===== config.mk =====
export PLATFORM = sky130hd
export DESIGN_NAME = nalu_bus_alu
export DESIGN_NICKNAME = d
export VERILOG_FILES = /design/src/rtl/nalu_pkg.sv /design/src/rtl/nalu_decode.sv /design/src/rtl/nalu_adder.sv /design/src/rtl/nalu_logic.sv /design/src/rtl/nalu_bus_alu.sv
export SDC_FILE = /design/constraint.sdc
export NUM_CORES = 1
export LEC_CHECK = 0
export ABC_CLOCK_PERIOD_IN_PS = 5700
export BUFFER_PORTS_ARGS = -buffer_cell sky130_fd_sc_hd__buf_2
export CELL_PAD_IN_SITES_DETAIL_PLACEMENT = 0
export CELL_PAD_IN_SITES_GLOBAL_PLACEMENT = 1
export CORE_UTILIZATION = 34
export DETAILED_ROUTE_END_ITERATION = 6
export PLACE_DENSITY = 0.79
export SLEW_MARGIN = 10
export SYNTH_ARGS = -nofsm -noshare
export SYNTH_HDL_FRONTEND = slang
export SYNTH_SLANG_ARGS = --single-unit

===== constraint.sdc =====
create_clock -name clk -period 5.7 [get_ports clk]
set_clock_uncertainty 0.15 [all_clocks]
set_input_delay 1.14 -clock clk [delete_from_list [all_inputs] [get_ports clk]]
set_output_delay 1.14 -clock clk [all_outputs]
set_load 0.02 [all_outputs]

===== src/rtl/nalu_pkg.sv =====
package nalu_pkg;

    localparam int NIB_W = 4;

    typedef enum logic [2:0] {
        FN_ADD = 3'd0,
        FN_AND = 3'd1,
        FN_OR  = 3'd2,
        FN_XOR = 3'd3,
        FN_CMP = 3'd4,
        FN_INV = 3'd5,
        FN_SHL = 3'd6,
        FN_SHR = 3'd7
    } nalu_fn_e;

    typedef struct packed {
        nalu_fn_e fn;
        logic     b_invert;
        logic     carry_in;
        logic     use_adder;
        logic     drives_bus;
    } nalu_ctl_t;

endpackage


===== src/rtl/nalu_decode.sv =====
module nalu_decode
    import nalu_pkg::*;
(
    input  logic [NIB_W-1:0] op_nib,
    output nalu_ctl_t        ctl
);

    nalu_fn_e fn_sel;

    assign fn_sel = nalu_fn_e'(op_nib[NIB_W-1:1]);

    always_comb begin
        ctl.fn         = fn_sel;
        ctl.b_invert   = 1'b0;
        ctl.carry_in   = 1'b0;
        ctl.use_adder  = 1'b0;
        ctl.drives_bus = 1'b1;
        unique case (fn_sel)
            FN_ADD: begin
                ctl.b_invert  = op_nib[0];
                ctl.carry_in  = op_nib[0];
                ctl.use_adder = 1'b1;
            end
            FN_CMP: begin
                ctl.b_invert   = 1'b1;
                ctl.carry_in   = 1'b1;
                ctl.use_adder  = 1'b1;
                ctl.drives_bus = 1'b0;
            end
            FN_AND, FN_OR, FN_XOR, FN_INV, FN_SHL, FN_SHR: begin
                ctl.use_adder = 1'b0;
            end
            default: begin
                ctl.use_adder = 1'b0;
            end
        endcase
    end

endmodule


===== src/rtl/nalu_adder.sv =====
module nalu_adder #(
    parameter int W = 8
) (
    input  logic [W-1:0] a,
    input  logic [W-1:0] b,
    input  logic         b_invert,
    input  logic         carry_in,
    output logic [W-1:0] sum,
    output logic         carry_out
);

    logic [W:0]   chain;
    logic [W-1:0] b_eff;

    assign chain[0] = carry_in;
    assign b_eff    = b_invert ? ~b : b;

    for (genvar i = 0; i < W; i++) begin : g_bit
        assign sum[i]     = a[i] ^ b_eff[i] ^ chain[i];
        assign chain[i+1] = (a[i] & b_eff[i]) | (chain[i] & (a[i] ^ b_eff[i]));
    end

    assign carry_out = chain[W];

endmodule


===== src/rtl/nalu_logic.sv =====
module nalu_logic
    import nalu_pkg::*;
#(
    parameter int W = 8
) (
    input  nalu_fn_e     fn,
    input  logic [W-1:0] a,
    input  logic [W-1:0] b,
    output logic [W-1:0] result,
    output logic         carry_out
);

    always_comb begin
        result    = '0;
        carry_out = 1'b0;
        unique case (fn)
            FN_AND: result = a & b;
            FN_OR:  result = a | b;
            FN_XOR: result = a ^ b;
            FN_INV: result = ~b;
            FN_SHL: begin
                result    = {a[W-2:0], 1'b0};
                carry_out = a[W-1];
            end
            FN_SHR: begin
                result    = {1'b0, a[W-1:1]};
                carry_out = a[0];
            end
            FN_ADD, FN_CMP: begin
                result    = '0;
                carry_out = 1'b0;
            end
            default: begin
                result    = '0;
                carry_out = 1'b0;
            end
        endcase
    end

endmodule


===== src/rtl/nalu_bus_alu.sv =====
module nalu_bus_alu
    import nalu_pkg::*;
#(
    parameter int W = 8
) (
    input  logic             clk,
    input  logic             rst,
    input  logic             alu_act,
    input  logic [NIB_W-1:0] op_nib,
    input  logic [W-1:0]     opa,
    input  logic [W-1:0]     opb,
    output logic [W-1:0]     bus_out,
    output logic             bus_drive,
    output logic             carry_q
);

    nalu_ctl_t    ctl;
    logic [W-1:0] add_sum;
    logic         add_cout;
    logic [W-1:0] lg_res;
    logic         lg_cout;
    logic [W-1:0] result;
    logic         carry_nxt;

    nalu_decode u_decode (
        .op_nib (op_nib),
        .ctl    (ctl)
    );

    nalu_adder #(.W(W)) u_adder (
        .a         (opa),
        .b         (opb),
        .b_invert  (ctl.b_invert),
        .carry_in  (ctl.carry_in),
        .sum       (add_sum),
        .carry_out (add_cout)
    );

    nalu_logic #(.W(W)) u_logic (
        .fn        (ctl.fn),
        .a         (opa),
        .b         (opb),
        .result    (lg_res),
        .carry_out (lg_cout)
    );

    always_comb begin
        result    = ctl.use_adder ? add_sum  : lg_res;
        carry_nxt = ctl.use_adder ? add_cout : lg_cout;
    end

    // Bus output process
    always_comb begin
        bus_drive = alu_act & ctl.drives_bus;
        bus_out   = bus_drive ? result : '0;
    end

    // Carry state register: clear on reset, load on ALU-active, else hold
    always_ff @(posedge clk) begin
        if (rst) begin
            carry_q <= 1'b0;
        end else if (alu_act) begin
            carry_q <= carry_nxt;
        end
    end


    a_r1_idle_quiet: assert property (@(posedge clk) disable iff (rst)
        !alu_act |-> (!bus_drive && bus_out == '0));


    a_r5_cmp_silent: assert property (@(posedge clk) disable iff (rst)
        (alu_act && op_nib[3:1] == 3'b100) |-> !bus_drive);


    a_r2_add_sum: assert property (@(posedge clk) disable iff (rst)
        (alu_act && op_nib == 4'h0) |-> (bus_drive && bus_out == W'(opa + opb)));


    a_r9_carry_hold: assert property (@(posedge clk) disable iff (rst)
        !alu_act |=> $stable(carry_q));


    a_r10_reset_clear: assert property (@(posedge clk)
        rst |=> (carry_q == 1'b0));


    a_r7_shl_carry: assert property (@(posedge clk) disable iff (rst)
        (alu_act && op_nib[3:1] == 3'b110) |=> (carry_q == $past(opa[W-1])));


    a_r4_logic_clears: assert property (@(posedge clk) disable iff (rst)
        (alu_act && op_nib[3:1] == 3'b011) |=> !carry_q);

endmodule


# == After elaboration in Yosys (flattened, before gate mapping) ==
# Cells that the tools add are included.
# op_classes
n_mux,9
shifts,0
bitwise,45
eq_ne,7
addsub,0
reduce_logical,3
multipliers,0
n_div,0
n_lt_le_gt_ge,0
# op_table
cell,n
$pmux 8 s7,1
$mux 8,3
$and 1x1->1,17
$xor 1x1->1,16
$eq 3x3->1 const B,4
$and 8x8->8,1
$not 8->8,1
$or 1x1->1,8
$or 8x8->8,1
$xor 8x8->8,1
$eq 3x2->1 const B,2
$reduce_or 6->1,1
$pmux 1 s2,2
$pmux 2 s2,1
$eq 3x1->1 const B,1
$logic_not 3->1,1
$mux 1,2
$reduce_or 2->1,1
# word_totals
romBits,0
latch_bits,0
n_memories,0
ff_bits,1
mem_bits_rw,0
wordCells,65
in_bits,23
output_inout_bits,10

# == Longest topological paths before layout ==
# logic_depth
ltp_word,21
ltp_mapped,17
depth_no_buf,16

# == Hierarchy ==
# From an unflattened synthesis, not the netlist that was laid out.
# hier_totals
hier_cells,162
hier_area_um2,1255.0
# by_module_without_submodules
module,instances,area_each_um2,seq_area_each_um2,cells_per_inst
nalu_logic,1,730.7,0.0,99
nalu_adder,1,301.5,0.0,33
nalu_bus_alu,1,175.2,20.0,23
nalu_decode,1,47.5,0.0,7

# == Least setup slack after synthesis ==
# Ideal clock, no wire load.
# synth_timing
path_kind,input to output
from,input port op_nib[3]
to,output port bus_out[7]
path_buffers,2
stages,15
required_ps,4410
path_slack_ps,-320
arrival_ps,4730
cell_sequence,buf_4 o21a_1 buf_2 mux2_2 fa_1 fa_1 fa_1 fa_1 inv_1 fa_1 fa_1 inv_1 fa_1 o22ai_1 a21oi_1
# synth_between
elab_chain_cells,21
word_cells_on_any_way,48
cone_classes,eq/ne (7); mux (7); bitwise (31); reduce/logical (3)
# synth_lines
element,line_no,rtl
start: declaration,nalu_bus_alu.sv:9,"input logic [NIB_W-1:0] op_nib,"
$eq 3x3->1 / $logic_not 3->1 (equally long branches),"nalu_decode.sv:18, nalu_logic.sv:16",
$pmux 2 s2,nalu_decode.sv:18,unique case (fn_sel)
$mux 8,nalu_adder.sv:16,assign b_eff = b_invert ? ~b : b;
$xor 1x1->1,nalu_adder.sv:20,assign chain[i+1] = (a[i] & b_eff[i]) | (chain[i] & (a[i] ^ b_eff[i]));
$and 1x1->1,nalu_adder.sv:20,
$or 1x1->1,nalu_adder.sv:20,
$and 1x1->1,nalu_adder.sv:20,
$or 1x1->1,nalu_adder.sv:20,
[... 5 more ...],--,
$or 1x1->1,nalu_adder.sv:20,
$and 1x1->1,nalu_adder.sv:20,
$or 1x1->1,nalu_adder.sv:20,
$and 1x1->1,nalu_adder.sv:20,
$or 1x1->1,nalu_adder.sv:20,
$xor 1x1->1,nalu_adder.sv:19,assign sum[i] = a[i] ^ b_eff[i] ^ chain[i];
$mux 8,nalu_bus_alu.sv:48,result = ctl.use_adder ? add_sum : lg_res;
$mux 8 (*),nalu_bus_alu.sv:55,bus_out = bus_drive ? result : '0;
end: declaration,nalu_bus_alu.sv:12,"output logic [W-1:0] bus_out,"
# Mark *: on every way between the ends. The rest lies on a longest branch, timed or not.

# == Final worst setup path ==
# layout_timing
from,input port op_nib[0]
to,output port bus_out[7]
# layout_between
elab_chain_cells,20
word_cells_on_any_way,34
cone_classes,mux (4); bitwise (30)
# layout_lines
element,line_no
$pmux 2 s2 (*),nalu_decode.sv:18
$mux 8,nalu_adder.sv:16
$xor 1x1->1,nalu_adder.sv:20
$and 1x1->1,nalu_adder.sv:20
$or 1x1->1,nalu_adder.sv:20
$and 1x1->1,nalu_adder.sv:20
$or 1x1->1,nalu_adder.sv:20
$and 1x1->1,nalu_adder.sv:20
[... 4 more ...],--
$or 1x1->1,nalu_adder.sv:20
$and 1x1->1,nalu_adder.sv:20
$or 1x1->1,nalu_adder.sv:20
$and 1x1->1,nalu_adder.sv:20
$or 1x1->1,nalu_adder.sv:20
$xor 1x1->1 (*),nalu_adder.sv:19
$mux 8 (*),nalu_bus_alu.sv:48
$mux 8 (*),nalu_bus_alu.sv:55
# Marks and branches as above.

==> impl_metrics.csv <==
group,metric,value,unit
status,status,"finished clean",
logic_synthesis,syn-num-nets,190,
logic_synthesis,synthSimpleGateAreaFrac,0.1413,
sta,slew_headroom,0.7081,
critical_path,arrival,4.37,ns
cells_and_area,fin_nets,218,
pwr,pwr-share-clk,0,
logic_synthesis,yosysWarnings,0,
clocking,clk_pin_slew_worst_paths,0,ns
critical_path,crit_path_end,"bus_out[7]",
hold_path,timing.hold.worst.class,"flop to flop",
logic_synthesis,synth_common_cells,"inv_1 (19), ha_1 (16), a21oi_1 (15)",
critical_path,crit_path_end_kind,"output port",
die,die_w,60.19,µm
logic_synthesis,syn_avg_cell_area,7.994,µm²
logic_synthesis,yosys.area_share.xor_xnor,0.05326,
die,core-area,0.003128,mm²
pwr,leakage,0.0006882,µW
logic_synthesis,synth-adder-area-share,0.2957,
logic_synthesis,yosys.area.top_type_share,0.1739,
critical_path,start_kind,"input port",
global_route,grt_start_max_net_pins,40,
sta,setup_viol,0,
detailed_routing,drtAntennaViolNets,0,
cells_and_area,area.growth.synth_to_final,21.30,%
detailed_routing,vias_per_cell,5.206,
logic_synthesis,syn-cell-area,0.001151,mm²
cells_and_area,largest_reg_flops,1,
critical_path,crit_path_start,"op_nib[0]",
pwr,p_comb_frac,0.941,
cells_and_area,antennaDiodeCount,0,
global_route,grt_pass1_wl,4.629,mm
critical_path,ff2ff_path_depth,2,
die,initial_core_util,0.3680,
logic_synthesis,synth.distinct_cells,29,
logic_synthesis,synth_compound_area_frac,0.2370,
logic_synthesis,synth_top_area_cell,"ha_1",
clocking,cts_hold_buffers,0,
logic_synthesis,ys_seq_elements,1,
sta,fin_crit,5.659,ns
clocking,post-cts-setup-buffers,0,
global_route,grt.overflow.total,0,
detailed_routing,first_pass_iters,4,
placement,dpl.hpwl,2.134,mm
global_route,antenna_found_initial,0,
die,ios,33,
logic_synthesis,yosysSeqAreaShare,0.01739,
logic_synthesis,synth_mux_area_frac,0.1304,
logic_synthesis,yosysMostFrequentCell,"inv_1",
critical_path,cp.required,4.41,ns
sta,fmax,0.1767,GHz
detailed_routing,drt_wl_total,2.796,mm
logic_synthesis,synthTopCellsByArea,"ha_1 (17%), fa_1 (12%), a21oi_1 (6.5%)",
die,rows,20,
cells_and_area,fill_cells,339,
global_route,grt_usage,0.1603,
critical_path,rrSetupSlack,4.88,ns
logic_synthesis,synth-edff-count,0,
cells_and_area,top_register,"carry_q",
die,die_area,0.003622,mm²
flow_run,maxCapViolations,0,
global_route,grt_pass1_vias,1073,
logic_synthesis,synthFlopType,"dfxtp_1",
placement,routabilityCongestion,0.7871,
sta,finalHoldViolCount,0,
detailed_routing,wire_per_inst,13.07,µm
die,die_h,60.19,µm
pwr,p_per_area,95.66,mW/mm²
sta,rsz0062_at_grt,"true",
critical_path,worst-setup-path-type,"input port to output port",
sta,period_share,0.9928,
detailed_routing,via_count,1114,
pwr,power.switching,65.38,µW
sta,hold_ws,0.3471,ns
cells_and_area,drive_above_1_share,0.3824,
cells_and_area,reg_top3,"carry_q: 1 flops",
critical_path,r2r_end,"carry_q",
logic_synthesis,netlist_instances,144,
placement,port_buffers,32,
logic_synthesis,synthArstFlopShare,0,
pwr,finalPower,133.6,µW
detailed_routing,drc,0,
logic_synthesis,synth_top_family_by_area,"adder cells",
sta,drv_slew,0,
detailed_routing,drtIter0Drc,28,
clocking,insertion_delay,0,ns
pwr,p_sw_frac,0.4895,
critical_path,critPathMaxFanout,3,
critical_path,timing.rr.start,"carry_q",
sta,tightest_slew,0.4369,ns
pwr,internal_power,68.19,µW
pwr,power_frac_seq,0.059,
pwr,ir_drop,0.03759,mV
layer usage:
layer  part of all wire  global-route usage
met1               0.47              0.2169
met2               0.50              0.2889
met3              0.020                   0
met4             0.0082             0.02326
met5                  0                   0
worst max-delay path, stage by stage:
cell	delay [ns]
buf_6	0.09
o21a_4	0.22
mux2_4	0.26
fa_2	0.34
fa_2	0.35
fa_2	0.35
fa_2	0.34
inv_2	0.06
fa_2	0.18
fa_1	0.16
inv_1	0.05
fa_1	0.49
o22ai_2	0.08
a21oi_2	0.12
buf_4	0.15
cell type report:
type                       count  area [µm²]  area share
inverter                      19       71.32     0.05108
multi-input combinational    113        1031      0.7384
sequential                     1       20.02     0.01434
tap                           44       55.05     0.03943
timing repair buffer          37       219.0      0.1568
power groups by stage:
stage	combinational (µW)	clock (µW)	sequential [µW]
finish	126	0	7.85
global route	142	0	7.89
CTS	122	0	7.86
detailed placement	119	0	7.86
global placement	116	0	7.82
floorplan	86.2	0	8.48
repair_timing:
action | CTS | global route
gates cloned | 0 | 0
endpoints found under the hold margin | 0 | 0
pin swaps | 1 | 2
endpoints found under the setup margin | 1 | 2
resized for setup | 2 | 11
worst min path at each step:
stage,startpoint,to,depth (start not counted)
after CTS,carry_q,carry_q,2
after floorplan,carry_q,carry_q,2
after global routing,carry_q,carry_q,2
final,carry_q,carry_q,2
after global placement,carry_q,carry_q,2
after detailed placement,carry_q,carry_q,2
cell usage in the layout (no fill, tap or decap), drive strengths merged, types with 2 or more instances in the layout:
cell type / count
nand3: 2
mux2: 10
nand2b: 6
o221a: 5
fa: 7
nand2: 10
buf: 37
xnor2: 7
nor2b: 6
a22oi: 5
nor2: 9
a21oi: 15
ha: 16
inv: 19
a211oi: 2
o22a: 5
per-stage QoR:
stage          area [µm²]  cells  setup TNS [ns]    util  setup WS (ns)
3_3_place_gp         1343    214       -0.003605  0.4292      -0.003605
4_1_cts              1351    214        -0.02772  0.4320       -0.02772
6_report             1396    214               0  0.4464        0.04128
5_1_grt              1396    214        -0.07396  0.4464       -0.05872
2_1_floorplan        1169    144        -0.05221       -       -0.05221
3_5_place_dp         1343    214        -0.03844  0.4292       -0.03844
cell families after synthesis:
kind of cell / after synthesis
AO/OA/AOI/OAI: 38
AND/OR/NAND/NOR: 34
buffers and inverters: 30
adder cells (fa/ha/maj): 23
multiplexers: 11
XOR/XNOR: 7
flip-flops: 1
No activity file was read; power rests on OpenSTA's default activity.
